**config.mk**
```make
export PLATFORM = sky130hd
export DESIGN_NAME = hpd_sideband_ctrl
export DESIGN_NICKNAME = d
export VERILOG_FILES = /design/src/rtl/hpd_sb_pkg.sv /design/src/rtl/cable_sync_edge.sv /design/src/rtl/intr_flag.sv /design/src/rtl/hpd_router.sv /design/src/rtl/hpd_sideband_ctrl.sv
export SDC_FILE = /design/constraint.sdc
export NUM_CORES = 1
export LEC_CHECK = 0
export ABC_AREA = 1
export BUFFER_PORTS_ARGS = -buffer_cell sky130_fd_sc_hd__clkbuf_2
export CAP_MARGIN = 20
export CORE_MARGIN = 2
export CORE_UTILIZATION = 40
export DETAILED_ROUTE_END_ITERATION = 12
export HOLD_SLACK_MARGIN = 0.08
export PLACE_DENSITY = 0.75
export SYNTH_ARGS = -nofsm -noshare
export SYNTH_HDL_FRONTEND = slang
export SYNTH_SLANG_ARGS = --single-unit
```
**constraint.sdc**
```tcl
create_clock -name clk -period 2.2 [get_ports clk]
set_input_delay 0.44 -clock clk [delete_from_list [all_inputs] [get_ports clk]]
set_output_delay 0.44 -clock clk [all_outputs]
set_load 0.01 [all_outputs]
```
**src/rtl/hpd_sb_pkg.sv**
```systemverilog
// Shared encodings for the sideband controller.
// Assumes: mode fields arrive as single bits from an external register file.
package hpd_sb_pkg;
    typedef enum logic {HPD_FROM_SINK = 1'b0, HPD_FROM_REG = 1'b1} hpd_src_e;
    typedef enum logic {STAGE_OPEN_DRAIN = 1'b0, STAGE_PUSH_PULL = 1'b1} hpd_stage_e;
endpackage

```
**src/rtl/cable_sync_edge.sv**
```systemverilog
// Synchronizes one asynchronous presence line and flags any change of it.
// Assumes: STAGES >= 2; the input is a slow level, not a pulse.
module cable_sync_edge #(
    parameter int STAGES = 2
) (
    input  logic clk,
    input  logic rst_n,
    input  logic async_i,
    output logic level_o,
    output logic toggle_o
);
    logic [STAGES-1:0] chain_q;
    logic              last_q;

    // Shift the raw line through the chain and keep the previous synced level.
    always_ff @(posedge clk) begin
        if (!rst_n) begin
            chain_q <= '0;
            last_q  <= 1'b0;
        end else begin
            chain_q <= {chain_q[STAGES-2:0], async_i};
            last_q  <= chain_q[STAGES-1];
        end
    end

    // Either edge of the synchronized level is a toggle.
    always_comb begin
        level_o  = chain_q[STAGES-1];
        toggle_o = chain_q[STAGES-1] ^ last_q;
    end
endmodule

```
**src/rtl/intr_flag.sv**
```systemverilog
// Sticky interrupt flag: set by any plug event, cleared by a read strobe.
// Assumes: a set and a clear in the same cycle resolve to set.
module intr_flag (
    input  logic clk,
    input  logic rst_n,
    input  logic set_i,
    input  logic clr_i,
    output logic flag_o
);
    // Hold the flag; set has priority over clear.
    always_ff @(posedge clk) begin
        if (!rst_n)     flag_o <= 1'b0;
        else if (set_i) flag_o <= 1'b1;
        else if (clr_i) flag_o <= 1'b0;
    end
endmodule

```
**src/rtl/hpd_router.sv**
```systemverilog
// Routes sink or register hot-plug levels to each port and forms drive enables.
// Assumes: select codes at or above NPORT mean that no port is selected.
module hpd_router
    import hpd_sb_pkg::*;
#(
    parameter int NPORT = 3,
    parameter int SEL_W = 2
) (
    input  logic [SEL_W-1:0] sel_i,
    input  logic             src_i,
    input  logic             stage_i,
    input  logic [NPORT-1:0] bits_i,
    input  logic             sink_i,
    output logic [NPORT-1:0] level_o,
    output logic [NPORT-1:0] drive_o
);
    hpd_src_e   src;
    hpd_stage_e stage;

    // Decode the mode bits into their named encodings.
    always_comb begin
        src   = hpd_src_e'(src_i);
        stage = hpd_stage_e'(stage_i);
    end

    for (genvar p = 0; p < NPORT; p++) begin : g_port
        logic raw;
        // Pick the logical level, then apply the output-stage polarity and drive rule.
        always_comb begin
            if (src == HPD_FROM_REG) raw = bits_i[p];
            else                     raw = sink_i & (sel_i == SEL_W'(p));
            if (stage == STAGE_PUSH_PULL) begin
                level_o[p] = ~raw;
                drive_o[p] = 1'b1;
            end else begin
                level_o[p] = raw;
                drive_o[p] = ~raw;
            end
        end
    end
endmodule

```
**src/rtl/hpd_sideband_ctrl.sv**
```systemverilog
// Top of the sideband controller: presence sync, interrupt, hot-plug routing, enables.
// Assumes: cable_5v_i is asynchronous; every other input is synchronous to clk.
module hpd_sideband_ctrl #(
    parameter int NPORT       = 3,
    parameter int SYNC_STAGES = 2,
    localparam int SEL_W      = $clog2(NPORT + 1)
) (
    input  logic             clk,
    input  logic             rst_n,
    input  logic [NPORT-1:0] cable_5v_i,
    input  logic             sink_hpd_i,
    input  logic             oe_n_i,
    input  logic [SEL_W-1:0] reg_port_sel_i,
    input  logic             reg_out_en_i,
    input  logic             reg_hpd_src_i,
    input  logic             reg_hpd_buf_i,
    input  logic [NPORT-1:0] reg_hpd_bits_i,
    input  logic [NPORT-1:0] reg_term_en_i,
    input  logic             flag_clr_i,
    output logic [NPORT-1:0] hpd_o,
    output logic [NPORT-1:0] hpd_oe_o,
    output logic             int_flag_o,
    output logic             intr_pull_low_o,
    output logic [NPORT-1:0] cable_status_o,
    output logic [NPORT-1:0] term_en_o,
    output logic             main_out_en_o
);
    logic [NPORT-1:0] toggles;

    for (genvar p = 0; p < NPORT; p++) begin : g_sync
        cable_sync_edge #(.STAGES(SYNC_STAGES)) u_sync (
            .clk      (clk),
            .rst_n    (rst_n),
            .async_i  (cable_5v_i[p]),
            .level_o  (cable_status_o[p]),
            .toggle_o (toggles[p])
        );
    end

    intr_flag u_flag (
        .clk    (clk),
        .rst_n  (rst_n),
        .set_i  (|toggles),
        .clr_i  (flag_clr_i),
        .flag_o (int_flag_o)
    );

    hpd_router #(.NPORT(NPORT), .SEL_W(SEL_W)) u_route (
        .sel_i   (reg_port_sel_i),
        .src_i   (reg_hpd_src_i),
        .stage_i (reg_hpd_buf_i),
        .bits_i  (reg_hpd_bits_i),
        .sink_i  (sink_hpd_i),
        .level_o (hpd_o),
        .drive_o (hpd_oe_o)
    );

    // Interrupt pin pull-down and the enables gated by the output-enable pin.
    always_comb begin
        intr_pull_low_o = ~int_flag_o;
        main_out_en_o   = ~oe_n_i & reg_out_en_i;
        term_en_o       = reg_term_en_i & {NPORT{~oe_n_i}};
    end
endmodule

```
==> implementation parameters, run 1 <==
Parameter                              Value

Critical path
  Highest fanout seen on the critical path    4
  Worst r2r path cells    5
  Worst flop-to-flop path startpoint    g_sync[0].u_sync.chain_q[1]
  Setup crit start kind    input port
  Worst Path Class, Setup    in2out
  Signal arrival time at the worst endpoint    1250 ps
  Nature of the critical path endpoint    primary output
  R2r endpoint    u_flag.flag_o
  R2r setup slk    1390 ps
  Critical Path RT    1760 ps

Cells and area
  Most common cell after layout, fill and taps aside    sky130_fd_sc_hd__clkbuf_2
  Commonest non-fill, non-tap cells in the layout    sky130_fd_sc_hd__clkbuf_2, sky130_fd_sc_hd__inv_1, sky130_fd_sc_hd__nand2_1
  ANT cells    0
  Layout cell share with drive strength beyond 1    41.38%
  Final Core Density    57.40%
  Area delta synth->final    35.98%
  Nets@finish    139

Clock network
  Bufs on Longest Clock Path    2
  Htree depth    1
  Clock Root Buffer    sky130_fd_sc_hd__clkbuf_4
  Clock insertion delay at the later pin of the skew report    260 ps
  PostCTS Resize Cnt    0
  Post-CTS setup buffers    0
  Clock sink count    10
  Quantity of hold-fixing buffers added after cts    0
  Number of clock buffers inserted by TritonCTS    3
  CTS clock-pin slew for the worst setup and hold paths    60 ps
  CTS tree    yes

Logic synthesis
  Library cells used by synthesis    13
  Syn Area/Cell    6.452 µm²
  Number of warnings issued by yosys    0
  Simple-gate share of the synthesized area    22.90%
  Mux share of post-synthesis cell area    0%
  Adder and majority cell fraction of the synthesized area    7.009%
  Syn Inst Count    83
  Synthesized-area fraction occupied by xor and xnor cells    0%
  Sequential fraction of the synthesis area    37.38%
  Post-synthesis sequential element count    10
  Synthesized area    535.5 µm²
  Synth Area in Compound Gates    5.841%
  Net count after synthesis    105
  Largest family of logic cells by synthesized area    buffers and inverters

Power and ir drop
  LEAKAGE    0.4910 nW
  Highest ir drop seen on vdd    0.4313 mV
  Power per unit of standard cell area    601.9 mW/mm²
  Final total power    0.0004383 W

Floorplan
  Initial Utilization    42.21%
  Number of primary I/O pins    34
  Die Span X    40.59 µm
  Die Ht    40.59 µm
  Placement Rows    13
  Standard cell core area    0.001269 mm²
  Die Footprint    0.001648 mm²

STA
  Final worst clock skew    4.507 ps
  Post-layout min period    1687 ps
  Max frequency    0.5929 GHz
  Transition at the pin with the smallest max-transition slack    176.7 ps
  Setup violators final    0
  Number of endpoints with negative hold slack in the final report    0
  Relative slew margins    88.22%
  RSZ-0062 raised after global routing    no
  Total negative slack for setup checks    0 ps
  Share of the clock period used by the worst path    76.67%
  Worst Slack Setup Final    513.3 ps
  Final-report max-slew violation count    0

Route
  Remaining number of nets flagged by the antenna check after routing    0
  Detailed-route wire length    928 µm
  DRC viols    0
  Iteration-0 DRC Markers    3
  Via-to-Cell Ratio    4.000
  Total iterations of the first detailed-routing run    4
  Average wire length per cell after detail routing    7.084 µm
  Number of vias after detailed routing    524

Global route
  Total congestion overflow after global routing    0
  Number of global-route vias before repair    368
  Initial antenna violation count    0
  GRT Total Usage    12.29%
  Pin count of the biggest net entering global routing    11
  Global-route wire length before repair    1.304 mm

Placed design
  Placer congestion estimate    0.6384
  Worst slack, placed    514.2 ps
  Port Buffer Count    33
  Detail Placement HPWL    815.3 µm

Run status
  Result of the run    completed

Min path
  Start point of the worst min-delay path    cable_5v_i[0]
  Depth of the worst hold-timing path    3
  Class of the most critical hold timing path    in2reg
  Worst hold endpoint    g_sync[0].u_sync.chain_q[0]

Run
  Number of maximum-capacitance constraint violations    0
[through the flow]
stage / hold slack (ps) / instances / instance area, µm²
5_1_grt: 355.6 / 131 / 728.2
3_3_place_gp: 389.5 / 127 / 691.9
3_5_place_dp: 400.6 / 127 / 691.9
4_1_cts: 358.7 / 131 / 728.2
2_1_floorplan: 386.4 / 83 / 535.5
6_report: 367.4 / 131 / 728.2
[layout make-up]
cell class | instances | area [µm²]
fillers | 121 | 540.5
flip-flops and latches | 10 | 200.2
multi-input cells | 38 | 191.4
repair buffers | 33 | 165.2
inverters | 31 | 116.4
clock buffers | 4 | 36.28
well taps | 15 | 18.77
[layer usage]
layer | global-route usage [%] | part of all wire, % | up-vias
li1 | - | - | 290
met1 | 13.20 | 44 | 213
met2 | 21.03 | 46 | 21
met3 | 3.333 | 9.4 | 0
met4 | 7.500 | 0 | 0
met5 | 0 | 0 | -
[logic make-up (layout without fill, tap and decap cells)]
| family | count (synthesis) | after routing |
|---|---|---|
| simple gates | 31 | 31 |
| flops | 10 | 10 |
| fa+ha+maj | 3 | 3 |
| compound gates | 4 | 4 |
| buf+inv | 35 | 68 |
[worst max path at each step]
stage	start	endpoint	slack (ps)	cells past startpoint
final	reg_hpd_src_i	hpd_o[1]	510	8
after global routing	reg_hpd_src_i	hpd_o[1]	440	8
after detailed placement	reg_hpd_src_i	hpd_o[1]	510	8
after CTS	reg_hpd_src_i	hpd_o[1]	510	8
after global placement	reg_hpd_src_i	hpd_o[1]	530	8
after floorplan	reg_port_sel_i[0]	hpd_o[1]	730	6
[report_power, final]
part | switching [W] | internal, W | total [W]
Combinational | 0.0000468 | 0.0000397 | 0.0000864
Sequential | 0.00000441 | 0.000190 | 0.000194
Clock | 0.0000576 | 0.000100 | 0.000158
[flip-flops by register name, summed over array words and instances (netlist names)]
signal / count
u_flag.flag_o: 1
g_sync.u_sync.last_q: 3
g_sync.u_sync.chain_q: 6
[worst max-delay path: stages]
cell and delay [ps]:
sky130_fd_sc_hd__clkbuf_2 110, sky130_fd_sc_hd__nor2_2 110, sky130_fd_sc_hd__inv_2 50, sky130_fd_sc_hd__o21ai_2 60
sky130_fd_sc_hd__a21oi_2 40, sky130_fd_sc_hd__ha_1 260, sky130_fd_sc_hd__inv_1 60, sky130_fd_sc_hd__clkbuf_2 120
[cells in the mapped netlist]
master,n,share of area (%)
sky130_fd_sc_hd__nor2_1,6,4.2
sky130_fd_sc_hd__ha_1,3,7.0
sky130_fd_sc_hd__inv_2,6,4.2
sky130_fd_sc_hd__a21oi_2,2,3.3
sky130_fd_sc_hd__buf_2,1,0.93
sky130_fd_sc_hd__o21ai_2,1,1.6
sky130_fd_sc_hd__nand3_1,1,0.93
sky130_fd_sc_hd__inv_1,25,18
sky130_fd_sc_hd__o21ai_1,1,0.93
sky130_fd_sc_hd__dfxtp_1,10,37
sky130_fd_sc_hd__buf_4,3,4.2
sky130_fd_sc_hd__nor2_2,2,2.3
sky130_fd_sc_hd__nand2_1,22,15
No activity file was read; power rests on OpenSTA's default activity.
==> run 2, diff against run 1 <==
ABC_AREA = 0   (was 1)
CORE_AREA = 2 2 39 41   (was default)
CORE_MARGIN = default   (was 2)
CORE_UTILIZATION = default   (was 40)
DIE_AREA = 0 0 41 43   (was default)
PLACE_DENSITY = 0.69   (was 0.75)
clock period = 1.76 ns   (was 2.2 ns; I/O delays follow)
==> run 2 against run 1 <==
Die area up 7.0%; sequential power up 25%; count of clock-buffer cells in the layout down 1; non-clock buffer count unchanged; power up 9.2%; critical endpoint is now hpd_o[0]; largest cell class is now multi-input combinational cells.
==> implementation parameters, run 2 <==
Parameter                              Value

Critical path
  Nature of the critical path endpoint    primary output
  Setup crit start kind    input port
  Worst Path Class, Setup    in2out
  CP bufs+invs    3 (-1)
  Highest fanout seen on the critical path    5 (+1)
  Cell type of the slowest stage on the worst timing path    sky130_fd_sc_hd__ha_1
  Critical Path RT    1410 ps (-350 ps)
  R2r setup slk    760 ps (-630 ps)
  Signal arrival time at the worst endpoint    1240 ps (about the same)
  Largest delay share family, worst path    buffers and inverters
  Ordered cell list for the critical path    clkbuf_2, nor2_1, a32o_1, ha_1, inv_1, clkbuf_2
  Dominant cell type by count on the critical path    sky130_fd_sc_hd__clkbuf_2
  CP peak stage delay    270 ps (about the same)

Clock network
  Bufs on Longest Clock Path    2 (unchanged)
  Clock insertion delay at the later pin of the skew report    250 ps (about the same)
  Clock Root Buffer    sky130_fd_sc_hd__clkbuf_4
  Htree depth    1 (unchanged)
  Number of clock buffers inserted by TritonCTS    3 (unchanged)
  Post-CTS setup buffers    0 (unchanged)
  CTS clock-pin slew for the worst setup and hold paths    60 ps (about the same)
  CTS tree    yes
  Quantity of hold-fixing buffers added after cts    0 (unchanged)
  Clock sink count    10 (unchanged)
  PostCTS Resize Cnt    0 (unchanged)

Floorplan
  Die Footprint    0.001763 mm² (+7.0%)
  Standard cell core area    0.001384 mm² (+9.1%)
  Die Ht    43 µm (+5.9%)
  Die Span X    41 µm (+1.0%)
  Number of primary I/O pins    34 (unchanged)
  Placement Rows    14 (+1)
  Initial Utilization    33.27% (-8.9 points)

Power and ir drop
  LEAKAGE    0.3689 nW (-25%)
  Clk pwr share    30.1% (-5.9 points)
  Net Sw Frac    23.93% (-0.89 points)
  Net Switching    0.0001145 W (+5.2%)
  Part of the total power dissipated in combinational logic    19.3% (-0.4 points)
  Power Internal    0.0003640 W (+10%)
  Power per unit of standard cell area    741.1 mW/mm² (+23%)
  Highest ir drop seen on vdd    0.5199 mV (+21%)
  Portion of total power attributed to sequential cells    50.6% (+6.3 points)

Logic synthesis
  Synth async-reset ratio    0% (unchanged)
  Adder and majority cell fraction of the synthesized area    8.152% (+1.1 points)
  Largest family of logic cells by synthesized area    simple AND/OR/NAND/NOR gates
  Synthesized area    460.4 µm² (-14%)
  Synth area leaders    sky130_fd_sc_hd__dfxtp_1, sky130_fd_sc_hd__and2_1, sky130_fd_sc_hd__ha_1, sky130_fd_sc_hd__inv_1, sky130_fd_sc_hd__nor2b_1
  Portion of synthesized cell area occupied by the leading cell type    43.48% (+6.1 points)
  Synthesized-area fraction occupied by xor and xnor cells    5.707% (+5.7 points)
  Number of enable flip-flop cells after synthesis    0 (unchanged)
  Post-synthesis sequential element count    10 (unchanged)
  Simple-gate share of the synthesized area    22.55% (-0.34 points)
  Number of warnings issued by yosys    0 (unchanged)
  Most used standard cells in the synthesized netlist    sky130_fd_sc_hd__dfxtp_1, sky130_fd_sc_hd__inv_1, sky130_fd_sc_hd__and2_1
  Cell with the most instances after synthesis    sky130_fd_sc_hd__dfxtp_1
  Predominant post-synthesis flop cell    sky130_fd_sc_hd__dfxtp_1
  Syn Area/Cell    9.397 µm² (+46%)
  Synth Area in Compound Gates    7.880% (+2.0 points)
  Library cells used by synthesis    14 (+1)
  Sequential fraction of the synthesis area    43.48% (+6.1 points)
  Net count after synthesis    71 (-32%)
  Syn Inst Count    49 (-41%)
  Mux share of post-synthesis cell area    0% (unchanged)
  Area leader, netlist    sky130_fd_sc_hd__dfxtp_1

STA
  Tightest hold margin    300.9 ps (-66.43 ps)
  Final worst clock skew    2.754 ps (-1.753 ps)
  Relative slew margins    90.39% (+2.2 points)
  Total negative slack for setup checks    0 ps (unchanged)
  Setup violators final    0 (unchanged)
  RSZ-0062 raised after global routing    no
  Max frequency    0.6272 GHz
  Share of the clock period used by the worst path    90.59%
  Final-report max-slew violation count    0 (unchanged)
  Number of endpoints with negative hold slack in the final report    0 (unchanged)
  Post-layout min period    1594 ps
  Transition at the pin with the smallest max-transition slack    142.7 ps (-34.08 ps)

Cells and area
  Area delta synth->final    40.22%
  Flip-flop count of the largest register after layout    6 (unchanged)
  Final Core Density    46.65% (-11 points)
  Nets@finish    106 (-24%)
  Layout cell share with drive strength beyond 1    45.12% (+3.7 points)
  Total area of multi-input combinational cells    203.9 µm² (+6.5%)
  Sequential standard cell area    200.2 µm² (unchanged)
  Commonest non-fill, non-tap cells in the layout    sky130_fd_sc_hd__clkbuf_2, sky130_fd_sc_hd__dfxtp_1, sky130_fd_sc_hd__inv_1
  Reg with most FFs    g_sync.u_sync.chain_q
  ANT cells    0 (unchanged)
  Filler cells    134 (+11%)
  Most common cell after layout, fill and taps aside    sky130_fd_sc_hd__clkbuf_2
  Largest registers in the final layout    g_sync.u_sync.chain_q: 6 flops, g_sync.u_sync.last_q: 3 flops, u_flag.flag_o: 1 flops

Route
  Total iterations of the first detailed-routing run    3 (-1)
  Detailed-route wire length    778 µm (-16%)
  DRC viols    0 (unchanged)
  Remaining number of nets flagged by the antenna check after routing    0 (unchanged)
  Average wire length per cell after detail routing    7.939 µm (+12%)
  Via-to-Cell Ratio    4.265 (+6.6%)
  Iteration-0 DRC Markers    4 (+1)
  Number of vias after detailed routing    418 (-20%)

Global route
  Number of global-route vias before repair    323 (-12%)
  GRT Total Usage    10.51% (-1.8 points)
  Total congestion overflow after global routing    0 (unchanged)
  Initial antenna violation count    0 (unchanged)
  Global-route wire length before repair    1.255 mm (-3.8%)
  Pin count of the biggest net entering global routing    11 (unchanged)

Placed design
  Placer congestion estimate    0.6041 (-5.4%)
  Detail Placement HPWL    680.8 µm (-16%)
  Port Buffer Count    33 (unchanged)

Run status
  Result of the run    completed

Run
  Number of maximum-capacitance constraint violations    0 (unchanged)

Min path
  Class of the most critical hold timing path    in2reg
run 2: changes by cell type after synthesis, moves of 3 or more:
cell	change
sky130_fd_sc_hd__nand2_1	-21
sky130_fd_sc_hd__inv_1	-16
sky130_fd_sc_hd__and2_1	+8
sky130_fd_sc_hd__inv_2	-6
sky130_fd_sc_hd__nor2_1	-5
sky130_fd_sc_hd__nor2b_1	+5
sky130_fd_sc_hd__xor2_1	+3
run 2: power groups by stage:
stage / sequential [W] / combinational, W / clock, W
after floorplan: 0.000247 / 0.0000465 / 0
after global placement: 0.000247 / 0.0000916 / 0
after detailed placement: 0.000247 / 0.0000939 / 0
after CTS: 0.000242 / 0.0000942 / 0.000153
after global routing: 0.000243 / 0.000108 / 0.000163
final: 0.000242 / 0.0000924 / 0.000144
run 2: path summary, 6_finish.rpt:
check / start / to / cells past startpoint
max: reg_hpd_src_i / hpd_o[0] / 6
min: cable_5v_i[1] / g_sync[1].u_sync.chain_q[0] / 2
max reg2reg: g_sync[0].u_sync.chain_q[1] / u_flag.flag_o / 2
min reg2reg: g_sync[0].u_sync.chain_q[0] / g_sync[0].u_sync.chain_q[1] / 1
run 2: through the flow:
stage / area, µm² / setup WS [ps] / std cells / power (W)
CTS: 645.6 / 163.2 / 98 / 0.0004896
global route: 645.6 / 85.64 / 98 / 0.0005141
detailed placement: 623.1 / 163.8 / 95 / 0.0003410
floorplan: 460.4 / 433.1 / 49 / 0.0002940
global placement: 623.1 / 201.3 / 95 / 0.0003381
finish: 645.6 / 165.7 / 98 / 0.0004785
run 2: logic make-up (layout without fill, tap and decap cells):
| family | Yosys count | count (layout) |
|---|---|---|
| buffers and inverters | 12 | 45 |
| AND/OR/NAND/NOR | 17 | 17 |
| flip-flops | 10 | 10 |
| XOR/XNOR | 3 | 3 |
| adder cells (fa/ha/maj) | 3 | 3 |
| AO/OA/AOI/OAI | 4 | 4 |
run 2: routing by layer:
layer / routed length, µm / global-route usage [%] / part of all wire [%]
met1: 300 / 12.46 / 39
met2: 416 / 15.94 / 53
met4: 0 / 4.000 / 0
met5: 0 / 0 / 0
met3: 61 / 4.712 / 7.8
run 2: layout make-up:
class	instances	share of cell area, %
flip-flops and latches	10	31.01
repair buffers	33	25.58
clock buffers	3	3.488
well taps	16	3.101
inverters	9	5.233
multi-input cells	27	31.59
